==> src/rtl/eag_pkg.sv <==
package eag_pkg;

   typedef enum logic [1:0] {
      DISP_NONE = 2'd0,
      DISP_BYTE = 2'd1,
      DISP_WORD = 2'd2
   } disp_kind_e;

   typedef struct packed {
      logic       is_mem;
      logic       use_base;
      logic       use_index;
      logic       use_ip;
      logic [3:0] base_id;
      logic [3:0] index_id;
      logic [1:0] shamt;
      disp_kind_e dkind;
   } ea_ctl_t;

   localparam logic [1:0] MODE_NODISP = 2'b00;
   localparam logic [1:0] MODE_BYTE   = 2'b01;
   localparam logic [1:0] MODE_WORD   = 2'b10;
   localparam logic [1:0] MODE_REG    = 2'b11;
   localparam logic [2:0] RM_SCALED   = 3'b100;
   localparam logic [2:0] RM_SPECIAL  = 3'b101;
   localparam logic [3:0] IDX_NONE    = 4'd4;

endpackage

==> src/rtl/eag_decode.sv <==
module eag_decode
   import eag_pkg::*;
(
   input  logic [1:0] mod_f,
   input  logic [2:0] rm_f,
   input  logic [1:0] sib_scale,
   input  logic [2:0] sib_index,
   input  logic [2:0] sib_base,
   input  logic       rex_x,
   input  logic       rex_b,
   output ea_ctl_t    ctl
);
   logic scaled;
   logic ip_rel;
   logic no_base;
   logic [3:0] idx_num;

   always_comb begin
      scaled  = (rm_f == RM_SCALED);
      ip_rel  = !scaled && (mod_f == MODE_NODISP) && (rm_f == RM_SPECIAL);
      no_base = scaled && (mod_f == MODE_NODISP) && (sib_base == RM_SPECIAL);
      idx_num = {rex_x, sib_index};

      ctl.is_mem    = (mod_f != MODE_REG);
      ctl.use_ip    = ip_rel;
      ctl.use_base  = !ip_rel && !no_base;
      ctl.base_id   = scaled ? {rex_b, sib_base} : {rex_b, rm_f};
      ctl.index_id  = idx_num;
      ctl.use_index = scaled && (idx_num != IDX_NONE);
      ctl.shamt     = scaled ? sib_scale : 2'd0;

      case (mod_f)
         MODE_BYTE: ctl.dkind = DISP_BYTE;
         MODE_WORD: ctl.dkind = DISP_WORD;
         MODE_NODISP: ctl.dkind = (ip_rel || no_base) ? DISP_WORD : DISP_NONE;
         default:   ctl.dkind = DISP_NONE;
      endcase
   end
endmodule

==> src/rtl/eag_disp.sv <==
module eag_disp
   import eag_pkg::*;
#(
   parameter int AW    = 64,
   parameter int DISPW = 32
)(
   input  disp_kind_e          kind,
   input  logic [DISPW-1:0]    raw,
   output logic [AW-1:0]       ext
);
   localparam int BYTE_PAD = AW - 8;
   localparam int WORD_PAD = AW - DISPW;

   if (DISPW < 8) begin : g_bad_dispw
      $error("eag_disp: DISPW must be at least 8");
   end
   if (AW <= DISPW) begin : g_bad_aw
      $error("eag_disp: AW must exceed DISPW");
   end

   logic [AW-1:0] byte_ext;
   logic [AW-1:0] word_ext;

   assign byte_ext = {{BYTE_PAD{raw[7]}}, raw[7:0]};
   assign word_ext = {{WORD_PAD{raw[DISPW-1]}}, raw};

   always_comb begin
      case (kind)
         DISP_BYTE: ext = byte_ext;
         DISP_WORD: ext = word_ext;
         default:   ext = '0;
      endcase
   end
endmodule

==> src/rtl/eag_sum.sv <==
module eag_sum
   import eag_pkg::*;
#(
   parameter int AW        = 64,
   parameter bit ADDR32_EN = 1'b1
)(
   input  ea_ctl_t        ctl,
   input  logic [AW-1:0]  base_val,
   input  logic [AW-1:0]  index_val,
   input  logic [AW-1:0]  ip_next,
   input  logic [AW-1:0]  disp_ext,
   input  logic           addr32,
   output logic [AW-1:0]  addr
);
   localparam int NARROW = 32;

   logic [AW-1:0] base_term;
   logic [AW-1:0] index_term;
   logic [AW-1:0] full_sum;

   always_comb begin
      if (ctl.use_ip)        base_term = ip_next;
      else if (ctl.use_base) base_term = base_val;
      else                   base_term = '0;
      index_term = ctl.use_index ? (index_val << ctl.shamt) : '0;
      full_sum   = base_term + index_term + disp_ext;
   end

   if (ADDR32_EN) begin : g_trunc
      if (AW <= NARROW) begin : g_bad_aw
         $error("eag_sum: AW must exceed 32 when truncation is enabled");
      end
      assign addr = addr32 ? {{(AW-NARROW){1'b0}}, full_sum[NARROW-1:0]} : full_sum;
   end else begin : g_full
      logic unused_a32;
      assign unused_a32 = addr32;
      assign addr = full_sum;
   end
endmodule

==> src/rtl/eag_top.sv <==
module eag_top
   import eag_pkg::*;
#(
   parameter int AW        = 64,
   parameter int DISPW     = 32,
   parameter int LENW      = 4,
   parameter bit ADDR32_EN = 1'b1
)(
   input  logic             clk,
   input  logic             rst_n,
   input  logic             req_valid,
   input  logic             req_lea,
   input  logic             req_addr32,
   input  logic [1:0]       mod_f,
   input  logic [2:0]       rm_f,
   input  logic [1:0]       sib_scale,
   input  logic [2:0]       sib_index,
   input  logic [2:0]       sib_base,
   input  logic             rex_x,
   input  logic             rex_b,
   input  logic [DISPW-1:0] disp_raw,
   input  logic [AW-1:0]    cur_ip,
   input  logic [LENW-1:0]  insn_len,
   output logic [3:0]       base_sel,
   output logic [3:0]       index_sel,
   input  logic [AW-1:0]    base_val,
   input  logic [AW-1:0]    index_val,
   output logic [AW-1:0]    ea,
   output logic             ea_valid,
   output logic             mem_req,
   output logic             lea_done,
   output logic             base_used,
   output logic             index_used
);
   localparam int LEN_PAD = AW - LENW;

   if (LENW < 1 || LENW >= AW) begin : g_bad_lenw
      $error("eag_top: LENW out of range");
   end

   ea_ctl_t       ctl;
   logic [AW-1:0] disp_ext;
   logic [AW-1:0] ip_next;
   logic [AW-1:0] addr_d;
   logic          accept;

   eag_decode u_decode (
      .mod_f     (mod_f),
      .rm_f      (rm_f),
      .sib_scale (sib_scale),
      .sib_index (sib_index),
      .sib_base  (sib_base),
      .rex_x     (rex_x),
      .rex_b     (rex_b),
      .ctl       (ctl)
   );

   eag_disp #(.AW(AW), .DISPW(DISPW)) u_disp (
      .kind (ctl.dkind),
      .raw  (disp_raw),
      .ext  (disp_ext)
   );

   assign ip_next = cur_ip + {{LEN_PAD{1'b0}}, insn_len};

   eag_sum #(.AW(AW), .ADDR32_EN(ADDR32_EN)) u_sum (
      .ctl       (ctl),
      .base_val  (base_val),
      .index_val (index_val),
      .ip_next   (ip_next),
      .disp_ext  (disp_ext),
      .addr32    (req_addr32),
      .addr      (addr_d)
   );

   assign base_sel  = ctl.base_id;
   assign index_sel = ctl.index_id;
   assign accept    = req_valid && ctl.is_mem;

   always_ff @(posedge clk) begin
      if (!rst_n) begin
         ea         <= '0;
         ea_valid   <= 1'b0;
         mem_req    <= 1'b0;
         lea_done   <= 1'b0;
         base_used  <= 1'b0;
         index_used <= 1'b0;
      end else begin
         ea_valid   <= accept;
         mem_req    <= accept && !req_lea;
         lea_done   <= accept && req_lea;
         base_used  <= accept && ctl.use_base;
         index_used <= accept && ctl.use_index;
         if (accept) ea <= addr_d;
      end
   end
endmodule

==> config.mk <==
export PLATFORM = sky130hd
export DESIGN_NAME = eag_top
export DESIGN_NICKNAME = d
export VERILOG_FILES = /design/src/rtl/eag_pkg.sv /design/src/rtl/eag_decode.sv /design/src/rtl/eag_disp.sv /design/src/rtl/eag_sum.sv /design/src/rtl/eag_top.sv
export SDC_FILE = /design/constraint.sdc
export NUM_CORES = 1
export LEC_CHECK = 0
export BUFFER_PORTS_ARGS = -buffer_cell sky130_fd_sc_hd__buf_2
export CAP_MARGIN = 20
export CORE_MARGIN = 4
export CORE_UTILIZATION = 55
export DETAILED_ROUTE_END_ITERATION = 10
export GPL_ROUTABILITY_DRIVEN = 0
export GPL_TIMING_DRIVEN = 0
export PLACE_DENSITY_LB_ADDON = 0.05
export SETUP_SLACK_MARGIN = 0.5
export SLEW_MARGIN = 20
export SYNTH_ARGS = -nofsm -noshare
export SYNTH_HDL_FRONTEND = slang
export SYNTH_SLANG_ARGS = --single-unit
==> constraint.sdc <==
create_clock -name clk -period 9.05 [get_ports clk]
set_input_delay 1.81 -clock clk [delete_from_list [all_inputs] [get_ports clk]]
set_output_delay 1.81 -clock clk [all_outputs]
set_load 0.02 [all_outputs]
Word level (Yosys, flattened, before mapping)
Cells that the tools add are included.
W data, S select, Z words.
- register bits: 69
- bits in latches: 0
- RAM bits: 0
- memory bits (read-only): 0
- bits of input ports: 248
- output and inout bits: 77
- logic and storage cells: 45
- memories: 0
- $add $sub $neg: 3
- multipliers: 0
- div/mod/pow operators: 0
- order comparisons: 0
- equality and inequality tests: 9
- shift operators: 1
- muxes and demuxes: 9
- bitwise gates (word level): 0
- reduce and logical (&&, ||, !) cells: 17
- operators with widths (cell ; count):
    $mux W64 ; 4
    $add A64 B64 Y64 ; 2
    $pmux W64 S2 ; 1
    $add A64 B4 Y64 ; 1
    $shl A64 B2 Y64 ; 1
    $logic_and A1 B1 Y1 ; 11
    $eq A3 B3 Y1 const B ; 3
    $pmux W2 S3 ; 1
    $eq A2 B1 Y1 const B ; 2
    $eq A2 B2 Y1 const B ; 2
    $logic_not A1 Y1 ; 4
    $mux W2 ; 2
    $ne A4 B3 Y1 const B ; 1
    $mux W3 ; 1
    $logic_not A2 Y1 ; 1
    $ne A2 B2 Y1 const B ; 1
    $logic_or A1 B1 Y1 ; 1

Longest topological paths before layout
- depth after elaboration: 11
- gate-level depth with buffers: 26
- gate-level depth less buffers: 24

Hierarchy
From an unflattened synthesis, not the netlist that was laid out.
- cells, all modules: 1651
- area total of the unflattened synthesis: 12913.6 um^2
- by module, submodules not included (module ; times used ; cells each ; area an instance (um^2) ; sequential area each (um^2)):
    eag_sum ; 1 ; 1027 ; 8130.3 ; 0.0
    eag_top ; 1 ; 497 ; 3981.3 ; 1381.3
    eag_disp ; 1 ; 102 ; 615.6 ; 0.0
    eag_decode ; 1 ; 25 ; 186.4 ; 0.0

Worst setup path before layout
OpenSTA, ideal clock, no wires.
- path kind: in2reg
- from: input port rm_f[1]
- to: register ea[52]
- library setup time: 0.128 ns
- arrival time: 6.875 ns
- required time: 8.922 ns
- setup slack: 2.047 ns
- cell stages on the path: 25
- buffers on the path: 4
- path through: nor4b_1 -> o21ai_0 -> clkbuf_1 -> a21oi_1 -> ha_1 -> clkbuf_1 -> nand2_1 -> a21o_1 -> clkinv_1 -> clkbuf_1 -> xnor2_1 -> ha_1 -> o21bai_1 -> ha_1 -> clkbuf_1 -> a21oi_1 -> o21ai_0 -> o31ai_1 -> a211oi_1 -> a2111oi_0 -> o21ai_1 -> a21oi_1 -> o21ba_2 -> xor2_1 -> o21ai_0
- cells in the longest elaborated chain, start to end: 11
- elaborated cells on any way between the ends: 25
- those cells by class: add/sub: 2; eq/ne: 4; shift: 1; mux: 8; reduce/logical: 10
- ends and longest elaborated chain (element ; RTL line ; RTL):
    from (decl) ; eag_top.sv:15 ; input logic [2:0] rm_f,
    $eq A3 B3 Y1 ; eag_decode.sv:19 ; scaled = (rm_f == RM_SCALED);
    $logic_not A1 Y1 ; eag_decode.sv:20 ; ip_rel = !scaled && (mod_f == MODE_NODISP) && (rm_f == RM_SPECIAL);
    $logic_and A1 B1 Y1 (2 in series) ; eag_decode.sv:20 ;
    $logic_not A1 Y1 or $logic_or A1 B1 Y1 (tied branches) ; eag_decode.sv:26, eag_decode.sv:35 ;
    $logic_and A1 B1 Y1 or $mux W2 (tied branches) ; eag_decode.sv:26, eag_decode.sv:35 ;
    $mux W64 or $pmux W2 S3 (tied branches) ; eag_sum.sv:23, eag_decode.sv:32 ;
    $mux W64, or another cell as far along ; eag_sum.sv:22 ; if (ctl.use_ip) base_term = ip_next;
    $add A64 B64 Y64 or $pmux W64 S2 (tied branches) ; eag_sum.sv:26, eag_disp.sv:28 ;
    $add A64 B64 Y64 (*) ; eag_sum.sv:26 ; full_sum = base_term + index_term + disp_ext;
    $mux W64 (*) ; eag_sum.sv:33 ; assign addr = addr32 ? {{(AW-NARROW){1'b0}}, full_sum[NARROW-1:0]} : full_sum;
    to (signal assigned) ; eag_top.sv:94 ; if (accept) ea <= addr_d;
    to (decl) ; eag_top.sv:28 ; output logic [AW-1:0] ea,
Every way passes the cells marked *; elsewhere a longest branch is shown, timed or not.
A chain may end at the register's enable or synchronous reset.

Worst setup path in the final report
- from: input port rm_f[1]
- to: register ea[63]
Same word-level chain as after synthesis.

==> impl_metrics.ini <==
[outcome]
status = finished, final reports clean

[cts]
cts-buffers-inserted = 9
cts_resized = 1
cts_sinks = 69
htree_levels = 3
cts_setup_buffers = 0
clk_pin_slew_ns = 0.07
clock_latency_ns = 0.36
clockRootBuffer = clkbuf_16
cts_hold_buf = 0
cts_tree = done
cts.path.max_buffers = 2

[yosys]
ys_seq_area_share_pct = 11.6
syn-mean-instance-area_um2 = 7.46
synthesis.area_um2 = 11900
yosys_warnings = 0
ys_ff_latch = 69
synthCells = 1594
synth-async-reset-ratio_pct = 0
synth_ff_type = dfxtp_1
synth_edf_count = 0
ys_types = 76
syn-num-nets = 1975

[route]
first_pass_iters = 6
initialDrtViolationCount = 1306
wl_per_cell_um = 21.5
ant_nets = 0
num_vias = 13800
viasPerCell = 6.23
drc = 0
wl_um = 47600

[global_routing]
antenna_found_initial = 9
grt_max_degree = 15
grt_first_pass_wirelength_um = 71900
gr-total-overflow = 0
grtUsageTotal_pct = 38.2
grt_pass1_vias = 13200

[timing]
max_freq_mhz = 124
setup_viol = 0
tightest_slew_ns = 0.920
setup_tns_ns = 0
fin_crit_ns = 8.08
hold_violations = 0
slew_violations = 0
rsz0062_at_grt = false
period_share_pct = 89.3
slew_headroom_pct = 38.7
worst_clock_skew_ns = 0

[cells_and_area]
fin_area_um2 = 14300
areaGrowthSynthToFinish_pct = 19.9
fin_nets = 2309
drive_gt1_share_pct = 21.1

[setup_path]
crit_path_max_fanout = 10
arrival_ns = 8.34
cp_data_required_time_ns = 9.30
start_kind = input pin
end_kind = register
critPathKind = input pin to register

[placed_design]
io_buffers = 322
hpwlAfterDp_um = 39400
post_dp_cell_area_um2 = 13900

[die]
num_rows = 53
fp.dieArea_um2 = 24000
die_w_um = 155
dieHeight_um = 155
boundaryPins = 325
core_um2 = 21200
start_util_pct = 56.2

[flow_run]
cap_violations = 0

[power_and_ir_drop]
leakagePower_nw = 6.87
p_per_area_nw_per_um2 = 108
ir_drop_mv = 0.0778

[worst_hold_path]
hp-class = register to register
## power by group
| group | leakage [nW] | switching (mW) | internal, mW |
|---|---|---|---|
| combinational | 6.15 | 0.483 | 0.289 |
| sequential | 0.565 | 0.0119 | 0.329 |
| clock | 0.159 | 0.176 | 0.247 |
| total | 6.87 | 0.672 | 0.865 |
## final cells by class
class | instances | area, um^2
timing repair buffer | 323 | 1620
antenna | 9 | 22.5
clock inverter | 7 | 105
fill | 1940 | 6890
inverter | 77 | 289
sequential | 69 | 1380
buffer | 97 | 393
tap | 275 | 344
multi-input combinational | 1351 | 9880
clock buffer | 9 | 225
## state kept, by name, indices dropped and copies added, names as in the netlist
| register | flops |
|---|---|
| index_used | 1 |
| ea_valid | 1 |
| ea | 64 |
| lea_done | 1 |
| mem_req | 1 |
| base_used | 1 |
## metrics by stage
stage          hold WS [ns]  utilization [%]  cells  worst slack (ns)  power, mW
2_1_floorplan         0.532                -   1594              2.05      0.833
3_3_place_gp          0.434             65.5   2191             0.181       1.08
3_5_place_dp          0.437             65.5   2192             0.154       1.09
4_1_cts               0.453             67.1   2208             0.574       1.51
5_1_grt               0.478             67.4   2214             0.565       1.62
6_report              0.450             67.4   2217             0.967       1.54
## Yosys cell counts (all sizes together), types with 3 or more instances
library cell | count | share of area [%]
nand2 | 269 | 8.5
o21ai | 134 | 5.7
ha | 98 | 10
a21oi | 95 | 4.0
xnor2 | 95 | 7.0
clkbuf | 82 | 2.6
a21o | 78 | 4.9
inv | 76 | 2.4
dfxtp | 69 | 12
nor2 | 69 | 2.2
mux2i | 59 | 5.0
xor2 | 51 | 3.8
and2 | 39 | 2.1
nand4 | 39 | 2.3
fa | 35 | 5.9
nand3 | 35 | 1.5
mux4 | 27 | 5.1
a22oi | 23 | 1.5
and3 | 19 | 1.0
nor2b | 16 | 0.84
o21bai | 16 | 1.0
buf | 15 | 0.65
a31oi | 14 | 0.79
nor3 | 14 | 0.59
a21boi | 13 | 0.82
o21a | 12 | 0.76
a211oi | 11 | 0.69
and4 | 9 | 0.69
o31ai | 9 | 0.65
o211ai | 8 | 0.51
o211a | 7 | 0.59
or3 | 7 | 0.38
nand2b | 5 | 0.26
nor4 | 5 | 0.57
a211o | 4 | 0.29
o22ai | 4 | 0.21
a22o | 3 | 0.22
a311oi | 3 | 0.22
or4 | 3 | 0.20
## kinds of logic after synthesis
family                   after synthesis  synth area share [%]
AND/OR/NAND/NOR                      537                  21.7
AO/OA/AOI/OAI                        449                  24.0
buffers and inverters                174                  5.68
XOR/XNOR                             146                  10.8
adder cells (fa/ha/maj)              133                  16.2
multiplexers                          86                  10.1
flip-flops                            69                  11.6
## per-layer routing
| layer | wire length, um | GRT usage [%] | vias to the layer above |
|---|---|---|---|
| met5 | 40 | 0 | - |
| met4 | 2100 | 16.4 | 6 |
| met3 | 6100 | 9.07 | 158 |
| met2 | 21200 | 60.2 | 934 |
| met1 | 18100 | 50.0 | 6347 |
| li1 | - | - | 6357 |
## layout by cell type (no fill, tap or decap), types with 38 or more instances in the layout
cell type / n
a21oi_1: 92
o21ai_0: 132
nand2_1: 269
clkbuf_1: 76
inv_1: 76
ha_1: 98
mux2i_1: 59
buf_2: 325
a21o_1: 78
dfxtp_1: 69
xor2_1: 51
nor2_1: 68
xnor2_1: 95
and2_1: 38
## worst paths after layout
path | from | end | slack (ns) | cells after the start
worst max register to register | ea[63] | ea[63] | 7.94 | 3
worst min register to register | ea[54] | ea[54] | 0.45 | 2
worst min-delay path | ea[54] | ea[54] | 0.45 | 2
worst max-delay path | rm_f[1] | ea[63] | 0.97 | 25
## worst max-delay path, cell delays in order
cell	delay [ns]
buf_2	0.14
nor4b_1	0.44
o21ai_0	0.23
clkbuf_1	0.38
a21oi_1	0.30
inv_1	0.07
ha_1	0.19
nand2_1	0.28
a21o_1	0.35
clkinv_1	0.20
clkbuf_2	0.35
xnor2_1	0.23
ha_1	0.19
o21bai_1	0.15
ha_1	0.30
clkbuf_1	0.40
nand2_1	0.19
o21bai_1	0.25
o211ai_1	0.16
or3_1	0.39
o22ai_2	0.29
a21oi_2	0.18
o31ai_2	0.47
nand4_1	0.15
a31o_1	0.22
Note: power is estimated with default switching activity, not from simulation.
